$ cat config.mk
export PLATFORM = sky130hd
export DESIGN_NAME = pwc_bit_decoder
export DESIGN_NICKNAME = d
export VERILOG_FILES = /design/src/rtl/pwc_pkg.sv /design/src/rtl/pwc_sync.sv /design/src/rtl/pwc_guard.sv /design/src/rtl/pwc_sampler.sv /design/src/rtl/pwc_slot.sv /design/src/rtl/pwc_bit_decoder.sv
export SDC_FILE = /design/constraint.sdc
export NUM_CORES = 1
export LEC_CHECK = 0
export BUFFER_PORTS_ARGS = -buffer_cell sky130_fd_sc_hd__buf_2
export CAP_MARGIN = 20
export CORE_ASPECT_RATIO = 1.75
export CORE_MARGIN = 2
export CORE_UTILIZATION = 26
export CTS_CLUSTER_DIAMETER = 60
export CTS_CLUSTER_SIZE = 40
export DETAILED_ROUTE_END_ITERATION = 6
export SYNTH_ARGS = -nofsm -noshare
export SYNTH_HDL_FRONTEND = slang
export SYNTH_HIERARCHICAL = 1
export SYNTH_SLANG_ARGS = --single-unit
$ cat constraint.sdc
create_clock -name clk_i -period 2.83 [get_ports clk_i]
set_input_delay 0.7075 -clock clk_i [delete_from_list [all_inputs] [get_ports clk_i]]
set_output_delay 0.7075 -clock clk_i [all_outputs]
set_load 0.03 [all_outputs]
$ cat src/rtl/pwc_pkg.sv
package pwc_pkg;
  // edge-tracking state of the sampler
  typedef enum logic {
    TRK_IDLE = 1'b0,
    TRK_WAIT = 1'b1
  } track_e;
endpackage

$ cat src/rtl/pwc_sync.sv
module pwc_sync #(
  parameter int STAGES = 2
) (
  input  logic clk_i,
  input  logic rst_ni,
  input  logic async_i,
  output logic lvl_o,
  output logic rise_o,
  output logic chg_o
);
  localparam int TOP = STAGES - 1;

  logic [TOP:0] chain_q;
  logic         prev_q;

  always_ff @(posedge clk_i or negedge rst_ni) begin
    if (!rst_ni) begin
      chain_q <= '0;
      prev_q  <= 1'b0;
    end else begin
      chain_q <= {chain_q[TOP-1:0], async_i};
      prev_q  <= chain_q[TOP];
    end
  end

  assign lvl_o  = chain_q[TOP];
  assign rise_o = chain_q[TOP] & ~prev_q;
  assign chg_o  = chain_q[TOP] ^ prev_q;
endmodule

$ cat src/rtl/pwc_guard.sv
module pwc_guard #(
  parameter int GUARD_CYC = 2142
) (
  input  logic clk_i,
  input  logic rst_ni,
  input  logic enable_i,
  output logic armed_o
);
  localparam int GW = $clog2(GUARD_CYC + 1);
  localparam logic [GW-1:0] GLIM = GW'(GUARD_CYC);

  logic [GW-1:0] cnt_q;

  always_ff @(posedge clk_i or negedge rst_ni) begin
    if (!rst_ni) begin
      cnt_q <= '0;
    end else if (!enable_i) begin
      cnt_q <= '0;
    end else if (cnt_q != GLIM) begin
      cnt_q <= cnt_q + 1'b1;
    end
  end

  assign armed_o = enable_i && (cnt_q == GLIM);
endmodule

$ cat src/rtl/pwc_sampler.sv
module pwc_sampler
  import pwc_pkg::*;
#(
  parameter int SAMPLE_DLY  = 357,
  parameter int TIMEOUT_CYC = 800000
) (
  input  logic clk_i,
  input  logic rst_ni,
  input  logic armed_i,
  input  logic lvl_i,
  input  logic rise_i,
  input  logic chg_i,
  output logic evt_o,
  output logic bit_o,
  output logic tmo_o
);
  localparam int DW = $clog2(SAMPLE_DLY + 1);
  localparam int PW = $clog2(TIMEOUT_CYC + 1);
  localparam logic [DW-1:0] DLAST = DW'(SAMPLE_DLY - 1);
  localparam logic [PW-1:0] PLAST = PW'(TIMEOUT_CYC - 1);

  track_e        st_q;
  logic [DW-1:0] dcnt_q;
  logic [PW-1:0] pcnt_q;
  logic          fired_q;
  logic          hit;

  // phase-length watchdog on the synchronised level
  assign hit = armed_i && !chg_i && !fired_q && (pcnt_q == PLAST);

  always_ff @(posedge clk_i or negedge rst_ni) begin
    if (!rst_ni) begin
      pcnt_q  <= '0;
      fired_q <= 1'b0;
      tmo_o   <= 1'b0;
    end else begin
      tmo_o <= hit;
      if (!armed_i || chg_i) begin
        pcnt_q  <= '0;
        fired_q <= 1'b0;
      end else begin
        if (pcnt_q != PLAST) pcnt_q <= pcnt_q + 1'b1;
        if (hit) fired_q <= 1'b1;
      end
    end
  end

  // delayed sample after each rising edge
  always_ff @(posedge clk_i or negedge rst_ni) begin
    if (!rst_ni) begin
      st_q   <= TRK_IDLE;
      dcnt_q <= '0;
      evt_o  <= 1'b0;
      bit_o  <= 1'b0;
    end else begin
      evt_o <= 1'b0;
      if (!armed_i || hit) begin
        st_q   <= TRK_IDLE;
        dcnt_q <= '0;
      end else begin
        unique case (st_q)
          TRK_IDLE: begin
            if (rise_i) begin
              st_q   <= TRK_WAIT;
              dcnt_q <= '0;
            end
          end
          TRK_WAIT: begin
            if (dcnt_q == DLAST) begin
              st_q  <= TRK_IDLE;
              evt_o <= 1'b1;
              bit_o <= lvl_i;
            end else begin
              dcnt_q <= dcnt_q + 1'b1;
            end
          end
          default: st_q <= TRK_IDLE;
        endcase
      end
    end
  end
endmodule

$ cat src/rtl/pwc_slot.sv
module pwc_slot (
  input  logic clk_i,
  input  logic rst_ni,
  input  logic evt_i,
  input  logic bit_i,
  input  logic ready_i,
  output logic valid_o,
  output logic data_o
);
  logic take;

  assign take = evt_i && (!valid_o || ready_i);

  always_ff @(posedge clk_i or negedge rst_ni) begin
    if (!rst_ni) begin
      valid_o <= 1'b0;
      data_o  <= 1'b0;
    end else if (take) begin
      valid_o <= 1'b1;
      data_o  <= bit_i;
    end else if (ready_i) begin
      valid_o <= 1'b0;
    end
  end
endmodule

$ cat src/rtl/pwc_bit_decoder.sv
module pwc_bit_decoder #(
  parameter int BIT_CYC     = 714,
  parameter int SAMPLE_DLY  = BIT_CYC / 2,
  parameter int TIMEOUT_CYC = 800000,
  parameter int GUARD_CYC   = 3 * BIT_CYC,
  parameter int SYNC_STAGES = 2
) (
  input  logic clk_i,
  input  logic rst_ni,
  input  logic line_i,
  input  logic enable_i,
  output logic bit_data_o,
  output logic bit_valid_o,
  input  logic bit_ready_i,
  output logic timeout_o
);
  logic lvl, rise, chg, armed, evt, smp;

  pwc_sync #(.STAGES(SYNC_STAGES)) u_sync (
    .clk_i(clk_i), .rst_ni(rst_ni), .async_i(line_i),
    .lvl_o(lvl), .rise_o(rise), .chg_o(chg)
  );

  pwc_guard #(.GUARD_CYC(GUARD_CYC)) u_guard (
    .clk_i(clk_i), .rst_ni(rst_ni), .enable_i(enable_i), .armed_o(armed)
  );

  pwc_sampler #(.SAMPLE_DLY(SAMPLE_DLY), .TIMEOUT_CYC(TIMEOUT_CYC)) u_smp (
    .clk_i(clk_i), .rst_ni(rst_ni), .armed_i(armed), .lvl_i(lvl),
    .rise_i(rise), .chg_i(chg), .evt_o(evt), .bit_o(smp), .tmo_o(timeout_o)
  );

  pwc_slot u_slot (
    .clk_i(clk_i), .rst_ni(rst_ni), .evt_i(evt), .bit_i(smp),
    .ready_i(bit_ready_i), .valid_o(bit_valid_o), .data_o(bit_data_o)
  );
endmodule

# Word-level counts from Yosys, hierarchy flattened
# Cells that the tools add are included.
[word_totals] register_bits=51 latchBits=0 ram_bits=0 romBits=0 output_inout_bits=3 n_memories=0
[classes] add_sub_neg=3 n_mul=0 div_mod_pow=0 order_cmp=0 eq_ne=8 shifts=0 muxes=19 n_bitwise=5 reduce_logical=17
[op_table] op="$mux W20" count=2
[op_table] op="$mux W9" count=3
[op_table] op="$mux W12" count=2
[op_table] op="$add A20 B1 Y20 const B" count=1
[op_table] op="$eq A20 B20 Y1 const B" count=1
[op_table] op="$ne A20 B20 Y1 const B" count=1
[op_table] op="$pmux W9 S2" count=1
[op_table] op="$add A12 B1 Y12 const B" count=1
[op_table] op="$eq A12 B12 Y1 const B" count=1
[op_table] op="$ne A12 B12 Y1 const B" count=1
[op_table] op="$mux W1" count=10
[op_table] op="$add A9 B1 Y9 const B" count=1
[op_table] op="$eq A9 B9 Y1 const B" count=1
[op_table] op="$reduce_bool A2 Y1" count=3
[op_table] op="$logic_and A1 B1 Y1" count=5
[op_table] op="$logic_not A1 Y1" count=4
[op_table] op="$logic_or A1 B1 Y1" count=3
[op_table] op="$ne A3 B2 Y1 const B" count=1
[op_table] op="$ne A3 B3 Y1 const B" count=1
[op_table] op="$not A1 Y1" count=3
[op_table] op="$reduce_and A3 Y1" count=1
[op_table] op="$ne A2 B1 Y1 const B" count=1
[op_table] op="$pmux W1 S2" count=1
[op_table] op="$reduce_and A2 Y1" count=1
[op_table] op="other kinds (2)" count=2

# Logic depth before layout (Yosys ltp)
[depth] ltp_word=8 depth_mapped=11 mapped_depth_nobuf=9

# Cells and area by module
# The synthesis kept the hierarchy.
[modules_own_cells] mod="pwc_sampler" instances=1 cells_each=200 area_per_inst_um2=1894.3 seq_area_each_um2=850.8
[modules_own_cells] mod="pwc_guard" instances=1 cells_each=67 area_per_inst_um2=644.4 seq_area_each_um2=300.3
[modules_own_cells] mod="pwc_sync" instances=1 cells_each=6 area_per_inst_um2=95.1 seq_area_each_um2=75.1
[modules_own_cells] mod="pwc_slot" instances=1 cells_each=6 area_per_inst_um2=92.6 seq_area_each_um2=50.0

# Worst setup path before layout
# No wires, ideal clock.
[synth_timing] path_kind="flip-flop to flip-flop" from="reg u_guard.cnt_q[0]" to="reg u_smp.bit_o" setup_time_ns=0.125 arrival_time_ns=2.595 t_required_ns=2.705 slack_ns=0.110 path_stages_with_launch=12 path_buffers=2 period_less_slack_ns=2.720 cell_sequence="dfrtp_1 -> inv_1 -> ha_1 -> or4b_4 -> or3_1 -> buf_2 -> nor2_1 -> nand2b_1 -> clkbuf_1 -> nor2_1 -> a311o_1 -> mux2_2"
[synth_via] elab_chain_cells=8
[synth_rtl] element="start, declared" line="pwc_guard.sv:12" text="logic [GW-1:0] cnt_q;"
[synth_rtl] element="start signal, assigned" line="pwc_guard.sv:20" text="cnt_q <= cnt_q + 1'b1;"
[synth_rtl] element="$eq A12 B12 Y1 *" line="pwc_guard.sv:24" text="assign armed_o = enable_i && (cnt_q == GLIM);"
[synth_rtl] element="$logic_and A1 B1 Y1 *" line="pwc_guard.sv:24"
[synth_rtl] element="via armed" line="pwc_bit_decoder.sv:17" text="logic lvl, rise, chg, armed, evt, smp;"
[synth_rtl] element="$logic_and A1 B1 Y1 (3 in series)" line="pwc_sampler.sv:29" text="assign hit = armed_i && !chg_i && !fired_q && (pcnt_q == PLAST);"
[synth_rtl] element="$logic_or A1 B1 Y1 *" line="pwc_sampler.sv:57" text="if (!armed_i || hit) begin"
[synth_rtl] element="$not A1 Y1 (no source line) *"
[synth_rtl] element="$reduce_and A3 Y1 (no source line) *"
[synth_rtl] element="end signal, assigned" line="pwc_sampler.sv:72" text="bit_o <= lvl_i;"
[synth_rtl] element="end, declared" line="pwc_sampler.sv:14" text="output logic bit_o,"
# Mark *: on every way through the listed nets, which the timed path passes. The rest lies on a longest branch.
# A chain may end at the register's enable or synchronous reset.

# Worst setup path after layout
# Ends and elaborated chain as after synthesis.

==> reports/summary.json <==
{
  "worstRegToRegCells": {"value": 9},
  "placeableCoreArea": {"value": 10200, "unit": "sq um"},
  "grt_use_met2": {"value": 0.215},
  "rsz0062_at_grt": {"value": "false"},
  "pin_count": {"value": 8},
  "result_of_the_run": {"value": "completed"},
  "synth_sequential_area_ratio": {"value": 0.468},
  "port_buffers": {"value": 7},
  "netlist_top_cells_area": {"value": "dfrtp_1 47%, a21oi_1 3.7%, nand2_1 3.3%"},
  "floorplan.initialDensity": {"value": 0.266},
  "post_cts_buffers": {"value": 0},
  "netlist_instances": {"value": 279},
  "met3_usage": {"value": 0.0182},
  "final.fill_count": {"value": 1052},
  "ctsHoldBuffers": {"value": 0},
  "clkSinkCount": {"value": 51},
  "post-route-min-period": {"value": 2.62, "unit": "ns"},
  "wire_per_inst": {"value": 14.5, "unit": "microns"},
  "dr_total_vias": {"value": 2233},
  "setup_total_negative_slack": {"value": 0, "unit": "ns"},
  "cap_viol_max_count": {"value": 0},
  "hold_path.class": {"value": "register to register"},
  "post_synth_instance_area": {"value": 2730, "unit": "sq um"},
  "syn-mean-instance-area": {"value": 9.77, "unit": "sq um"},
  "final_util": {"value": 0.303},
  "global_route.usage.met1": {"value": 0.126},
  "grt_antenna_before_repair": {"value": 0},
  "grt_start_max_net_pins": {"value": 29},
  "grt_first_pass_wirelength": {"value": 10600, "unit": "microns"},
  "proportion_of_register_bits_with_asynchronous_set_or_reset_after_synthesis": {"value": 1.00},
  "worstPathRequired": {"value": 3.02, "unit": "ns"},
  "p_leak": {"value": 1.24, "unit": "nW"},
  "vdd.ir_drop.worst": {"value": 0.000281, "unit": "V"},
  "placed_cells_incl_taps": {"value": 412},
  "cts-resized-gates": {"value": 0},
  "clock_tree_from_tritoncts": {"value": "built"},
  "max_slew_margin": {"value": 0.518},
  "max_slew.worst_pin.slew": {"value": 0.721, "unit": "ns"},
  "drt-vias-per-instance": {"value": 5.32},
  "clockBufferDepth": {"value": 2},
  "pwr_density": {"value": 456, "unit": "nW/um^2"},
  "final-setup-viol-count": {"value": 0},
  "synth.cells.most_frequent": {"value": "51 x dfrtp_1, 24 x nand2_1, 20 x a21oi_1, 16 x nand3_1, 15 x inv_1"},
  "count_of_flip_flops_with_a_built_in_enable_after_synthesis": {"value": 0},
  "critical_path_peak_fanout": {"value": 5},
  "number_of_warnings_reported_in_the_yosys_synthesis_log": {"value": 6},
  "routabilityCongestion": {"value": 0.811},
  "die_y": {"value": 139, "unit": "microns"},
  "setup.worst_path.start_class": {"value": "register"},
  "grt_util_all_layers": {"value": 0.120},
  "worst_clock_skew": {"value": 0.0131, "unit": "ns"},
  "placement_rows": {"value": 49},
  "ctsHtreeMaxLevel": {"value": 2},
  "worst_setup_hold_path_clk_slew": {"value": 0.07, "unit": "ns"},
  "clock.fmax": {"value": 0.381, "unit": "GHz"},
  "grt_remaining_overflow": {"value": 0},
  "hold_path_depth": {"value": 0},
  "synthDistinctLibCells": {"value": 58},
  "worstSetupPathType": {"value": "register to register"},
  "number_of_buffers_created_by_cts": {"value": 5},
  "worstSetupEndpointType": {"value": "register"},
  "design_power_total": {"value": 1.41, "unit": "mW"},
  "flow.area_growth_from_synthesis": {"value": 13.7, "unit": "%"},
  "final_stage_net_count": {"value": 303},
  "synthMostInstantiatedCell": {"value": "dfrtp_1"},
  "final_cells": {"value": 420},
  "die_w": {"value": 81.4, "unit": "microns"},
  "multiInputGateArea": {"value": 1360, "unit": "sq um"},
  "cts-root-buf": {"value": "clkbuf_16"},
  "synth.largest_area_cell": {"value": "dfrtp_1"},
  "antenna_cells_inserted": {"value": 0},
  "first_global_vias": {"value": 2279},
  "final-max-slew-violation-count": {"value": 0},
  "detailedRoute.firstIterationViolations": {"value": 108},
  "final_layout_size_suffix_gt1_frac": {"value": 0.119},
  "synthFlopType": {"value": "dfrtp_1"},
  "drt_drc_violations_left": {"value": 0},
  "antenna_violating_nets_post_route": {"value": 0},
  "arrival": {"value": 2.81, "unit": "ns"},
  "syn_nets": {"value": 290},
  "clkLatencyLatePin": {"value": 0.30, "unit": "ns"},
  "design.die.area": {"value": 11400, "unit": "sq um"},
  "place_hpwl": {"value": 4440, "unit": "microns"},
  "drt-total-wl": {"value": 6090, "unit": "microns"},
  "top_usage_layer": {"value": "met2"},
  "seq_area": {"value": 1280, "unit": "sq um"},
  "min_period_over_period": {"value": 0.926},
  "first_pass_iters": {"value": 4},
  "synth_register_bits": {"value": 51},
  "yosys.area.top_type_share": {"value": 0.468},
  "final-hold-violation-count": {"value": 0}
}
-- registers in the layout (all words and copies together), names as in the netlist --
name,flops
u_sync/prev_q,1
u_smp/fired_q,1
u_smp/tmo_o,1
u_smp/pcnt_q,20
u_smp/bit_o,1
u_guard/cnt_q,12
u_smp/evt_o,1
u_slot/data_o,1
u_smp/st_q,1
u_slot/valid_o,1
u_smp/dcnt_q,9
u_sync/chain_q,2
-- stage by stage --
step                      setup slack [ns]  hold slack (ns)  instance area [sq um]
after floorplan                      0.110            0.331                   2730
after global routing                0.0635            0.370                   3100
after global placement               0.297            0.335                   2950
after detailed placement             0.228            0.340                   2950
after CTS                            0.206            0.357                   3100
final                                0.209            0.352                   3100
-- final timing paths --
check	from	end	slack (ns)
max	u_guard/cnt_q[0]	u_smp/bit_o	0.21
min	u_sync/chain_q[0]	u_sync/chain_q[1]	0.35
max reg2reg	u_guard/cnt_q[0]	u_smp/bit_o	0.21
min reg2reg	u_sync/chain_q[0]	u_sync/chain_q[1]	0.35
max in group asynchronous	rst_ni	u_guard/cnt_q[6]	1.86
min in group asynchronous	rst_ni	u_guard/cnt_q[2]	0.41
-- power by group --
group          switching (mW)  internal (mW)  total (mW)
Combinational          0.0302         0.0133      0.0435
Sequential            0.00517          0.734       0.739
Clock                   0.297          0.334       0.631
Total                   0.333           1.08        1.41
-- per-layer routing --
layer / vias up / wire (microns)
li1: 1066 / -
met1: 1117 / 2380
met2: 34 / 3310
met3: 16 / 120
met4: 0 / 278
met5: - / 0
-- layout make-up --
cell class,count,share of cell area
Timing Repair Buffer,14,0.0323
Clock inverter,3,0.00727
Tap cell,127,0.0513
Clock buffer,5,0.0404
Inverter,15,0.0182
Sequential cell,51,0.412
Multi-Input combinational cell,205,0.439
-- critical path, cell delays in order, from the launching register on --
cell and delay [ns]:
dfrtp_1 0.42, inv_1 0.09, ha_1 0.13, or4b_4 0.46, or3_1 0.42, nor2_1 0.16
buf_4 0.15, nand3_1 0.08, a311o_1 0.33, mux2_2 0.27
-- cell usage in the layout (no fill, tap or decap), types with 2 or more instances in the layout --
cell type / netlist / routed
mux2i_1: 5 / 5
nor4b_1: 3 / 3
o211ai_1: 2 / 2
nand2_1: 24 / 24
nand2b_1: 6 / 6
nand4_1: 6 / 6
dfrtp_1: 51 / 51
buf_2: 3 / 7
inv_6: 0 / 2
xnor2_1: 5 / 5
and3_1: 7 / 7
nor4_1: 4 / 4
ha_1: 6 / 6
a311oi_1: 2 / 2
clkbuf_16: 0 / 5
o21ai_0: 11 / 11
o41ai_1: 3 / 3
or3_1: 5 / 5
a21o_1: 2 / 2
a21oi_1: 20 / 20
o31ai_1: 6 / 6
inv_1: 15 / 15
buf_4: 0 / 6
nor3_1: 7 / 7
or4_1: 7 / 7
o21a_1: 2 / 2
a31oi_1: 8 / 8
nand3_1: 16 / 16
nor2_1: 14 / 14
a211oi_1: 2 / 2
and4_1: 3 / 3
-- cell families (layout without fill, tap and decap cells) --
group                      after synthesis  in the layout  share of synthesized area
and+or+nand+nor                        117            117                      0.247
AOI/OAI and AO/OA                       69             69                      0.177
xor gates and xnor gates                 6              6                     0.0193
muxes                                    7              7                     0.0280
buffers and inverters                   23             37                     0.0330
adders and majority gates                6              6                     0.0275
DFF                                     51             51                      0.468
No activity file was read; power rests on OpenSTA's default activity.
